==> src/rtl/sar_pkg.sv <==
package sar_pkg;
  typedef enum logic [1:0] {
    ST_IDLE = 2'd0,
    ST_ACQ  = 2'd1,
    ST_CONV = 2'd2
  } sar_state_t;
endpackage

==> src/rtl/sar_rst_sync.sv <==
module sar_rst_sync #(
  parameter int STAGES = 2
) (
  input  logic clk,
  input  logic arst_n,
  output logic srst_n
);
  logic [STAGES-1:0] sync_q;

  always_ff @(posedge clk or negedge arst_n) begin
    if (!arst_n) sync_q <= '0;
    else         sync_q <= {sync_q[STAGES-2:0], 1'b1};
  end

  assign srst_n = sync_q[STAGES-1];
endmodule

==> src/rtl/sar_chan_latch.sv <==
module sar_chan_latch #(
  parameter int AW = 3
) (
  input  logic          clk,
  input  logic          rst_n,
  input  logic          strobe,
  input  logic [AW-1:0] addr,
  input  logic          hold,
  output logic [AW-1:0] sel
);
  logic          strobe_q;
  logic [AW-1:0] sel_q, sel_d;
  logic          fall;

  assign fall = strobe_q && !strobe;

  always_comb begin
    sel_d = sel_q;
    if (fall && !hold) sel_d = addr;
  end

  always_ff @(posedge clk or negedge rst_n) begin
    if (!rst_n) begin
      strobe_q <= 1'b0;
      sel_q    <= '0;
    end else begin
      strobe_q <= strobe;
      sel_q    <= sel_d;
    end
  end

  assign sel = sel_q;

  // channel held during a conversion
  assert_hold_addr_R9: assert property (@(posedge clk) disable iff (!rst_n)
    hold |=> $stable(sel));
endmodule

==> src/rtl/sar_engine.sv <==
module sar_engine
  import sar_pkg::*;
#(
  parameter int WIDTH      = 12,
  parameter int ACQ_CYCLES = 4
) (
  input  logic             clk,
  input  logic             rst_n,
  input  logic             start,
  input  logic             cmp_ge,
  output logic             busy,
  output logic [WIDTH-1:0] trial,
  output logic [WIDTH-1:0] result
);
  localparam int CW = (ACQ_CYCLES > 1) ? $clog2(ACQ_CYCLES) : 1;
  localparam int IW = (WIDTH > 1) ? $clog2(WIDTH) : 1;
  localparam logic [CW-1:0]    ACQ_LAST = CW'(ACQ_CYCLES - 1);
  localparam logic [IW-1:0]    TOP_IDX  = IW'(WIDTH - 1);
  localparam logic [WIDTH-1:0] MSB_ONLY = {1'b1, {(WIDTH-1){1'b0}}};

  sar_state_t       state_q, state_d;
  logic [CW-1:0]    cnt_q, cnt_d;
  logic [IW-1:0]    idx_q, idx_d;
  logic [WIDTH-1:0] sar_q, sar_d;
  logic [WIDTH-1:0] res_q, res_d;

  always_comb begin
    state_d = state_q;
    cnt_d   = cnt_q;
    idx_d   = idx_q;
    sar_d   = sar_q;
    res_d   = res_q;
    case (state_q)
      ST_IDLE: begin
        if (start) begin
          state_d = ST_ACQ;
          cnt_d   = '0;
          sar_d   = '0;
        end
      end
      ST_ACQ: begin
        if (cnt_q == ACQ_LAST) begin
          state_d = ST_CONV;
          sar_d   = MSB_ONLY;
          idx_d   = TOP_IDX;
        end else begin
          cnt_d = cnt_q + 1'b1;
        end
      end
      ST_CONV: begin
        sar_d[idx_q] = cmp_ge;
        if (idx_q == '0) begin
          state_d = ST_IDLE;
          res_d   = sar_d;
        end else begin
          sar_d[idx_q - 1'b1] = 1'b1;
          idx_d = idx_q - 1'b1;
        end
      end
      default: state_d = ST_IDLE;
    endcase
  end

  always_ff @(posedge clk or negedge rst_n) begin
    if (!rst_n) begin
      state_q <= ST_IDLE;
      cnt_q   <= '0;
      idx_q   <= '0;
      sar_q   <= '0;
      res_q   <= '0;
    end else begin
      state_q <= state_d;
      cnt_q   <= cnt_d;
      idx_q   <= idx_d;
      sar_q   <= sar_d;
      res_q   <= res_d;
    end
  end

  assign busy   = (state_q != ST_IDLE);
  assign trial  = sar_q;
  assign result = res_q;

  // trial code cleared on start
  assert_clear_on_start_R4: assert property (@(posedge clk) disable iff (!rst_n)
    (state_q == ST_IDLE && start) |=> (busy && trial == '0));

  // acquisition keeps zero, then MSB trial
  assert_first_trial_R4: assert property (@(posedge clk) disable iff (!rst_n)
    (state_q == ST_ACQ) |=> (trial == '0 || trial == MSB_ONLY));

  // start during acquisition does not rewind the window
  assert_no_restart_R3: assert property (@(posedge clk) disable iff (!rst_n)
    (state_q == ST_ACQ && start) |=> (state_q == ST_CONV || cnt_q != '0));

  // decided bit follows the comparator
  assert_bit_decide_R5: assert property (@(posedge clk) disable iff (!rst_n)
    (state_q == ST_CONV) |=> (trial[$past(idx_q)] == $past(cmp_ge)));

  // result only moves at the final step
  assert_result_stable_R7: assert property (@(posedge clk) disable iff (!rst_n)
    !(state_q == ST_CONV && idx_q == '0) |=> $stable(result));
endmodule

==> src/rtl/sar_conv_ctrl.sv <==
module sar_conv_ctrl #(
  parameter int WIDTH      = 12,
  parameter int AW         = 3,
  parameter int ACQ_CYCLES = 4
) (
  input  logic             clk,
  input  logic             rst_n,
  input  logic             rd_conv_n,
  input  logic             chip_en,
  input  logic [AW-1:0]    ch_addr,
  input  logic             addr_strobe,
  input  logic             cmp_ge,
  output logic [AW-1:0]    ch_sel,
  output logic             busy,
  output logic             step_en,
  output logic [WIDTH-1:0] trial_code,
  output logic [WIDTH-1:0] dout,
  output logic             dout_en
);
  logic             srst_n;
  logic             conv_req, conv_req_q, start;
  logic             busy_w;
  logic [WIDTH-1:0] result_w;

  sar_rst_sync #(.STAGES(2)) u_rst (
    .clk    (clk),
    .arst_n (rst_n),
    .srst_n (srst_n)
  );

  assign conv_req = !rd_conv_n && chip_en;

  always_ff @(posedge clk or negedge srst_n) begin
    if (!srst_n) conv_req_q <= 1'b0;
    else         conv_req_q <= conv_req;
  end

  assign start = conv_req && !conv_req_q;

  sar_engine #(.WIDTH(WIDTH), .ACQ_CYCLES(ACQ_CYCLES)) u_engine (
    .clk    (clk),
    .rst_n  (srst_n),
    .start  (start),
    .cmp_ge (cmp_ge),
    .busy   (busy_w),
    .trial  (trial_code),
    .result (result_w)
  );

  sar_chan_latch #(.AW(AW)) u_chan (
    .clk    (clk),
    .rst_n  (srst_n),
    .strobe (addr_strobe),
    .addr   (ch_addr),
    .hold   (busy_w),
    .sel    (ch_sel)
  );

  assign busy    = busy_w;
  assign step_en = busy_w;
  assign dout_en = rd_conv_n && chip_en;
  assign dout    = dout_en ? result_w : '0;

  // a fresh request while idle begins a conversion
  assert_start_R1: assert property (@(posedge clk) disable iff (!srst_n)
    (!busy_w && !rd_conv_n && chip_en && !conv_req_q) |=> busy);

  // no conversion begins without a request
  assert_no_spurious_R1: assert property (@(posedge clk) disable iff (!srst_n)
    (!busy_w && !(!rd_conv_n && chip_en)) |=> !busy);
endmodule

==> config.mk <==
export PLATFORM = sky130hd
export DESIGN_NAME = sar_conv_ctrl
export DESIGN_NICKNAME = d
export VERILOG_FILES = /design/src/rtl/sar_pkg.sv /design/src/rtl/sar_rst_sync.sv /design/src/rtl/sar_chan_latch.sv /design/src/rtl/sar_engine.sv /design/src/rtl/sar_conv_ctrl.sv
export SDC_FILE = /design/constraint.sdc
export NUM_CORES = 1
export LEC_CHECK = 0
export BUFFER_PORTS_ARGS = -buffer_cell sky130_fd_sc_hd__buf_2
export CORE_UTILIZATION = 25
export CTS_CLUSTER_DIAMETER = 40
export DETAILED_ROUTE_END_ITERATION = 8
export HOLD_SLACK_MARGIN = 0.03
export PLACE_DENSITY = 0.43
export SLEW_MARGIN = 0
export SYNTH_ARGS = -nofsm -noshare
export SYNTH_HDL_FRONTEND = slang
export SYNTH_SLANG_ARGS = --single-unit
==> constraint.sdc <==
create_clock -name clk -period 1.34 [get_ports clk]
set_input_delay 0.134 -clock clk [delete_from_list [all_inputs] [get_ports clk]]
set_output_delay 0.134 -clock clk [all_outputs]
set_load 0.1 [all_outputs]
# Yosys cells after proc, flatten, opt, wreduce, memory -nomap -nowiden
# Cells that the tools add are included.
dict set report word_totals {
  register_bits 39
  in_bits 9
  output_inout_bits 30
}
dict set report op_classes {
  addsub 2
  order_cmp 4
  eq_ne 8
  muxes 20
  n_bitwise 1
  reduce_logical 22
}
# op n
set op_table {}
lappend op_table {{$mux 12} 4}
lappend op_table {{$pmux 12 s3} 1}
lappend op_table {{$bwmux 12} 1}
lappend op_table {{$or 12x12->12} 1}
lappend op_table {{$reduce_and 3->1} 4}
lappend op_table {{$lt 4x5->1 const B} 2}
lappend op_table {{$mux 2} 5}
lappend op_table {{$demux 1 s4} 2}
lappend op_table {{$ge 4x1->1 const B} 2}
lappend op_table {{$mux 4} 2}
lappend op_table {{$pmux 4 s2} 1}
lappend op_table {{$logic_and 1x1->1} 7}
lappend op_table {{$ne 2x2->1 const B} 3}
lappend op_table {{$pmux 2 s3} 1}
lappend op_table {{$reduce_bool 2->1} 3}
lappend op_table {{$eq 2x2->1 const B} 2}
lappend op_table {{$logic_not 1->1} 4}
lappend op_table {{$logic_not 4->1} 1}
lappend op_table {{$ne 2x1->1 const B} 2}
lappend op_table {{$pmux 2 s2} 1}
lappend op_table {{$sub 4x1->4 const B} 1}
lappend op_table {{$reduce_bool 3->1} 1}
lappend op_table {{$add 2x1->2 const B} 1}
lappend op_table {{$eq 2x1->1 const B} 1}
lappend op_table {{other kinds (3)} 4}

# Longest topological paths before layout
# Gate-level depths: netlist (run 1).
dict set report depth {
  depth_word 8
  ltp_mapped 8
  mapped_depth_nobuf 7
}

# Cells and area by module
# A second synthesis (run 1) with hierarchy kept.
dict set report unflattened {
  hier_cells 239
  hier_area_um2 2383.5
}
# module instances cells_per_inst area_each_um2
set by_module_without_submodules {}
lappend by_module_without_submodules {sar_engine 1 209 2018.2}
lappend by_module_without_submodules {sar_conv_ctrl 1 19 158.9}
lappend by_module_without_submodules {sar_chan_latch 1 8 152.6}
lappend by_module_without_submodules {sar_rst_sync 1 3 53.8}

# Worst setup path after synthesis (run 1)
# OpenSTA, ideal clock, no wires.
dict set report synth_path {
  kind {flip-flop to output port}
  start {register u_engine.state_q[0]}
  end {output step_en}
  arrival_time_ps 1719
  t_required_ps 1206
  slack_ps -513
  path_stages_with_launch 5
  cell_sequence {dfrtp_1 > inv_1 > ha_1 > inv_1 > buf_4}
}
dict set report synth_via {
  elab_chain_cells 1
}
# element line
set synth_rtl {}
lappend synth_rtl {{from (decl)} sar_engine.sv:21} ;# sar_state_t state_q, state_d;
lappend synth_rtl {{from (signal assigned)} sar_engine.sv:72} ;# state_q <= state_d;
lappend synth_rtl {{$reduce_bool 2->1} sar_engine.sv:80} ;# assign busy = (state_q != ST_IDLE);
lappend synth_rtl {{to (decl)} sar_conv_ctrl.sv:15} ;# output logic step_en,
# Every way passes these cells.

# Final worst setup path (run 1)
dict set report layout_path {
  start {register u_engine.state_q[1]}
  end {register u_engine.sar_q[6] (netlist: u_engine.trial[6])}
}
dict set report layout_via {
  elab_chain_cells 3
  elab_cells_between_ends 8
  classes_between {eq/ne: 4; mux: 1; reduce/logical: 3}
}
# element line
set layout_rtl {}
lappend layout_rtl {{$eq 2x1->1 (tied with other cells)} sar_engine.sv:33} ;# case (state_q)
lappend layout_rtl {{$ne 2x1->1 (no line) (tied with other cells)} --}
lappend layout_rtl {{$reduce_and 3->1 (no line)} --}
lappend layout_rtl {{to (signal assigned)} sar_engine.sv:75} ;# sar_q <= sar_d;
lappend layout_rtl {{to (decl)} sar_engine.sv:24} ;# logic [WIDTH-1:0] sar_q, sar_d;
# Several ways; a longest one is shown, not always the timed one.
# A chain may end at the register's enable or synchronous reset.

==> results of run 1 <==
## repair_timing
action | 4_1_cts | 5_1_grt
cloned | 2 | 0
endpoints found under the setup margin | 37 | 38
gates resized for setup | 54 | 36
pin swaps | 8 | 10
setup buffers | 7 | 5
hold buffers | 2 | 0
endpoints found under the hold margin | 3 | 0
## per-stage QoR
stage | util | std cells
finish | 0.4429 | 426
floorplan | - | 221
global route | 0.4429 | 426
CTS | 0.4209 | 421
global placement | 0.3691 | 402
detailed placement | 0.3691 | 402
## synth_stat cells, drive strengths merged, types with 3 or more instances
| cell type | n |
|---|---|
| inv | 9 |
| mux2 | 4 |
| o21ai | 6 |
| a21oi | 16 |
| nor2 | 18 |
| a31oi | 4 |
| ha | 11 |
| clkbuf | 3 |
| buf | 8 |
| o221ai | 9 |
| nand3 | 4 |
| and3 | 14 |
| mux2i | 13 |
| nand2b | 4 |
| nand2 | 31 |
| dfrtp | 39 |
## path summary, 6_finish.rpt
path / from / endpoint / slack, ps / cells after the start
max: u_engine.state_q[1] / u_engine.trial[6] / -330 / 7
min: ch_addr[2] / u_chan.sel[2] / 70 / 2
max reg2reg: u_engine.state_q[1] / u_engine.trial[6] / -330 / 7
min reg2reg: u_rst.sync_q[1] / u_engine.idx_q[1] / 280 / 1
max in group asynchronous: u_rst.sync_q[1] / u_engine.result[10] / 700 / 1
min in group asynchronous: rst_n / u_rst.sync_q[0] / 150 / 2
## sequential cells by signal, indices dropped and copies added, names as in the netlist, 2 cells and up
register,count
u_engine.result,12
u_engine.trial,12
u_engine.idx_q,4
u_chan.sel,3
u_engine.cnt_q,2
u_engine.state_q,2
u_rst.sync_q,2
## area by class of cell
cell class	count	area (µm²)	share of cell area
Tap cell	105	131.4	0.03592
Inverter	9	37.54	0.01026
Clock inverter	2	35.03	0.009579
Clock buffer	6	82.58	0.02258
Timing Repair Buffer	103	957.2	0.2617
Multi-Input combinational cell	162	1436	0.3927
Sequential cell	39	977.2	0.2672
## per-layer routing
metal | wire [µm] | up-vias | track usage
met4 | 63 | 0 | 0.03409
li1 | - | 979 | -
met5 | 0 | - | 0
met2 | 3003 | 29 | 0.2386
met3 | 202 | 6 | 0.03060
met1 | 3027 | 946 | 0.2075
## worst max-delay path, stage by stage, from the launching register on
cell	delay (ps)
dfrtp_1	390
inv_2	80
ha_4	150
or2b_4	210
nand3_4	90
or3_4	340
buf_6	160
o221ai_1	170
## power by group
part	leakage (nW)	internal, mW	switching (mW)	total, mW
Combinational	1.18	1.94	2.66	4.59
Clock	0.0612	0.603	0.432	1.03
Sequential	0.480	1.42	0.195	1.61
Total	1.72	3.96	3.28	7.24
## cell families after synthesis
family                     after synthesis
other                                    1
muxes                                   17
DFF                                     39
AOI/OAI and AO/OA                       51
xor gates and xnor gates                 1
buffers and inverters                   20
adders and majority gates               11
and+or+nand+nor                         81
==> results.py, run 1 <==
metrics = {
    "clock_tree": {
        "cts_root_buf": "clkbuf_8",
        "cts_buffer_depth": 2,
        "htreeDepth": 2,
        "cts_inserted_buffers": 5,
        "clk_latency_ps": 300,
        "clk_pin_slew_ps": 80,
        "cts_tree": "done",
        "clock-sinks": 39,
    },
    "placed_design": {
        "placed_cell_area_um2": 3048,
        "place_ws_ps": -392.0,
        "place_congestion": 0.7584,
        "dp_hpwl_um": 4445,
        "io_buffer_count": 38,
    },
    "grt": {
        "overflow": 0,
        "grt_pass1_vias": 1984,
        "grt_first_pass_wirelength_um": 10230,
        "grt_max_degree": 38,
        "antenna_found_initial": 0,
        "grt_usage": 0.1496,
    },
    "sta": {
        "final-setup-viol-count": 37,
        "tns_ps": -9027,
        "setup_ws_ps": -331.1,
        "rsz0062_at_grt": "yes",
        "period_needed_ps": 1671,
        "fin_skew_ps": 13.02,
        "fmax_mhz": 598.4,
        "fin_crit_sh": 1.247,
        "hold_viol": 0,
        "fin_hold_ws_ps": 72.72,
        "maxSlewViolCount": 0,
    },
    "synthesis": {
        "synth_top_family_by_area": "simple AND/OR/NAND/NOR gates",
        "synth_top_area_share": 0.4548,
        "synth_seq_cells": 39,
        "synthSimpleGateAreaFrac": 0.1889,
        "yosys-top-cells-area": "dfrtp_1 45%, ha_1 6.4%, mux2i_1 6.1%",
        "synthXorXnorAreaFrac": 0.004082,
        "synth_top_area_cell": "dfrtp_1",
        "synthFlopType": "dfrtp_1",
        "ys_types": 46,
        "yosysWarnings": 0,
        "syn_area_um2": 2146,
        "synthCells": 221,
        "ys_seq_area_frac": 0.4548,
        "async_flop_share": 1.000,
        "synth_enable_flop_cells": 0,
        "synth-adder-area-share": 0.06414,
        "synth-compound-area-share": 0.1615,
        "synth.avg_cell_area_um2": 9.710,
        "muxShareOfSynthArea": 0.08163,
        "syn-num-nets": 241,
    },
    "finish": {
        "num-nets-final": 340,
        "final_common_cell": "buf_4",
        "areaGrowthSynthToFinish_pct": 70.44,
        "num_antenna_cells": 0,
        "nFillCells": 798,
        "final_area_um2": 3657,
        "drive_gt1_frac": 0.5763,
        "layout_common_cells": "52 x buf_4, 38 x dfrtp_1, 23 x buf_2",
    },
    "floorplan": {
        "start_util": 0.2598,
        "dieArea_um2": 8958,
        "core_um2": 8258,
        "die_w_um": 94.65,
        "io_pins": 39,
        "row_count": 33,
        "die-height_um": 94.65,
    },
    "routing": {
        "via_per_inst": 4.601,
        "drc": 0,
        "drt_pass1_iterations": 4,
        "dr.first_iter.drc_count": 82,
        "ant_nets": 0,
        "vias": 1960,
        "wl_um": 6295,
        "wl_per_cell_um": 14.78,
    },
    "power_and_ir_drop": {
        "power.total_mw": 7.242,
        "ir_drop_v": 0.002568,
        "powerDensity_nw_per_um2": 1980,
        "p_leak_nw": 1.721,
    },
    "worst_setup_path": {
        "critPathCaptureType": "register",
        "critical_path.startpoint_type": "register",
        "arrival_ps": 1880,
        "crit_fanout": 9,
        "required_ps": 1540,
        "critical_path_class": "reg -> reg",
    },
    "status": {
        "status": "finished, violations left",
        "violations": "negative setup slack",
    },
    "worst_hold_path": {
        "hold_path_class": "in -> reg",
    },
    "flow_run": {
        "cap_violations": 0,
    },
}
Power figures use the tool's default switching activity.
==> run 2: changes to the inputs <==
==> constraint.sdc (replaced) <==
create_clock -name clk -period 1.9 [get_ports clk]
set_input_delay 0.19 -clock clk [delete_from_list [all_inputs] [get_ports clk]]
set_output_delay 0.19 -clock clk [all_outputs]
set_load 0.1 [all_outputs]
==> run 2 against run 1 <==
  * The run now ends clean
  * Sequential cell count stayed put
  * Sequential power is 32% lower
  * Core utilization is 11 points lower
  * Hold slack better by 43 ps
  * Clock power is 28% lower
  * Sequential share of layout area is 9.0 points higher
  * Highest routed layer unchanged
  * Via count is 9.3% lower
  * Combinational power is 54% lower
  * Critical path type unchanged
  * Non-clock buffer count is 45 lower
  * Register-to-register slack better by 450 ps
  * Worst setup slack better by 450 ps
  * Die area stayed put
==> results.py, run 2 (synthesized netlist as in run 1, its figures left out) <==
metrics = {
    "status": {
        "status": "finished, final reports clean",
    },
    "floorplan": {
        "core_um2": 8258,
        "die_w_um": 94.65,
        "row_count": 33,
        "dieArea_um2": 8958,
        "die-height_um": 94.65,
        "start_util": 0.2598,
        "io_pins": 39,
    },
    "routing": {
        "wl_um": 5599,
        "drc": 0,
        "via_per_inst": 4.667,
        "drt_pass1_iterations": 4,
        "vias": 1778,
        "dr.first_iter.drc_count": 72,
        "wl_per_cell_um": 14.70,
        "ant_nets": 0,
    },
    "finish": {
        "layout_common_cells": "39 x dfrtp_1, 36 x buf_2, 27 x nand2_1",
        "num_antenna_cells": 0,
        "final_common_cell": "dfrtp_1",
        "final_area_um2": 2729,
        "areaGrowthSynthToFinish_pct": 27.17,
        "drive_gt1_frac": 0.3043,
        "num-nets-final": 295,
        "final_util": 0.3305,
    },
    "worst_setup_path": {
        "critPathCaptureType": "register",
        "reg2reg_slack_ps": 120,
        "reg2reg_to": "u_engine.trial[11]",
        "reg2regPathDepth": 7,
        "arrival_ps": 2000,
        "critical_path.startpoint_type": "register",
        "required_ps": 2130,
        "critical_path_class": "reg -> reg",
        "crit_fanout": 10,
        "rr_startpoint": "u_engine.state_q[1]",
    },
    "sta": {
        "fin_crit_sh": 0.9361,
        "fin_skew_ps": 15.87,
        "period_needed_ps": 1779,
        "rsz0062_at_grt": "no",
        "fmax_mhz": 562.2,
        "final-setup-viol-count": 0,
        "hold_viol": 0,
        "fin_hold_ws_ps": 116.1,
        "maxSlewViolCount": 0,
        "tns_ps": 0,
    },
    "clock_tree": {
        "clk_pin_slew_ps": 80,
        "cts_root_buf": "clkbuf_8",
        "clock-sinks": 39,
        "cts_buffer_depth": 2,
        "cts_inserted_buffers": 5,
        "htreeDepth": 2,
        "cts_tree": "done",
        "clk_latency_ps": 300,
    },
    "grt": {
        "busiest_layer": "met2",
        "grt_pass1_vias": 1731,
        "grt_max_degree": 23,
        "grtUsageMet1": 0.1766,
        "antenna_found_initial": 0,
        "grt_usage": 0.1347,
        "overflow": 0,
        "grt_first_pass_wirelength_um": 8949,
        "grtUsageMet3": 0.04187,
        "met2_usage": 0.2122,
    },
    "worst_hold_path": {
        "whs_endpoint": "u_chan.sel[0]",
        "hold_path_startpoint": "ch_addr[0]",
        "hold_depth": 2,
        "hold_path_class": "in -> reg",
    },
    "power_and_ir_drop": {
        "p_leak_nw": 1.373,
        "ir_drop_v": 0.001396,
        "powerDensity_nw_per_um2": 1450,
    },
    "placed_design": {
        "place_congestion": 0.7981,
        "dp_hpwl_um": 4228,
        "io_buffer_count": 38,
        "placed_cell_area_um2": 2532,
    },
    "flow_run": {
        "cap_violations": 0,
    },
}
run 2: changes by cell type in the layout (fill, tap and decap cells not counted), sizes merged:
cell and change:
buf -46, clkbuf +1
run 2: worst max-delay path by stage:
stage,start,end,slack [ps]
2_1_floorplan,u_engine.state_q[0],step_en,90
3_3_place_gp,u_engine.state_q[1],u_engine.trial[11],40
3_5_place_dp,u_engine.state_q[1],u_engine.trial[3],-40
4_1_cts,u_engine.state_q[0],step_en,20
5_1_grt,u_engine.idx_q[0],u_engine.trial[9],4
6_report,u_engine.state_q[1],u_engine.trial[11],120
run 2: layout make-up:
cell class,count,area [µm²]
clock buffers,6,82.58
clock inverters,2,35.03
fillers,892,5529
inverters,9,37.54
multi-input cells,162,1116
flip-flops and latches,39,975.9
well taps,105,131.4
repair buffers,58,350.3
run 2: stage by stage:
step	setup WS, ps	std cells	total power, mW
floorplan	87.28	221	2.710
global placement	44.18	369	3.192
detailed placement	-35.85	369	3.180
CTS	24.78	379	3.960
global route	4.460	381	4.197
finish	121.4	381	3.957
run 2: where the power goes:
part	internal [mW]	total [mW]	switching, mW
Clock	0.426	0.744	0.318
Sequential	0.999	1.10	0.0977
Combinational	0.609	2.12	1.51
run 2: timing repair:
| action | CTS | global route |
|---|---|---|
| pin swaps | 0 | 2 |
| setup buffers | 0 | 2 |
| gates resized for setup | 2 | 9 |
| endpoints found under the setup margin | 3 | 12 |
| hold buffers | 2 | 0 |
| hold endpoints to repair | 3 | 0 |
| gates cloned | 0 | 0 |
run 2: metal layers:
layer  share of wire  up-vias
met5               0        -
met4          0.0095        0
met3           0.049        4
met2            0.46       39
met1            0.49      844
li1                -      891
run 2: worst max-delay path, stage by stage (launching register included):
cell and delay, ps:
dfrtp_1 360, inv_1 70, ha_1 190, or2b_4 230
nand3_2 140, or3_4 440, o21a_1 220, o211ai_2 60
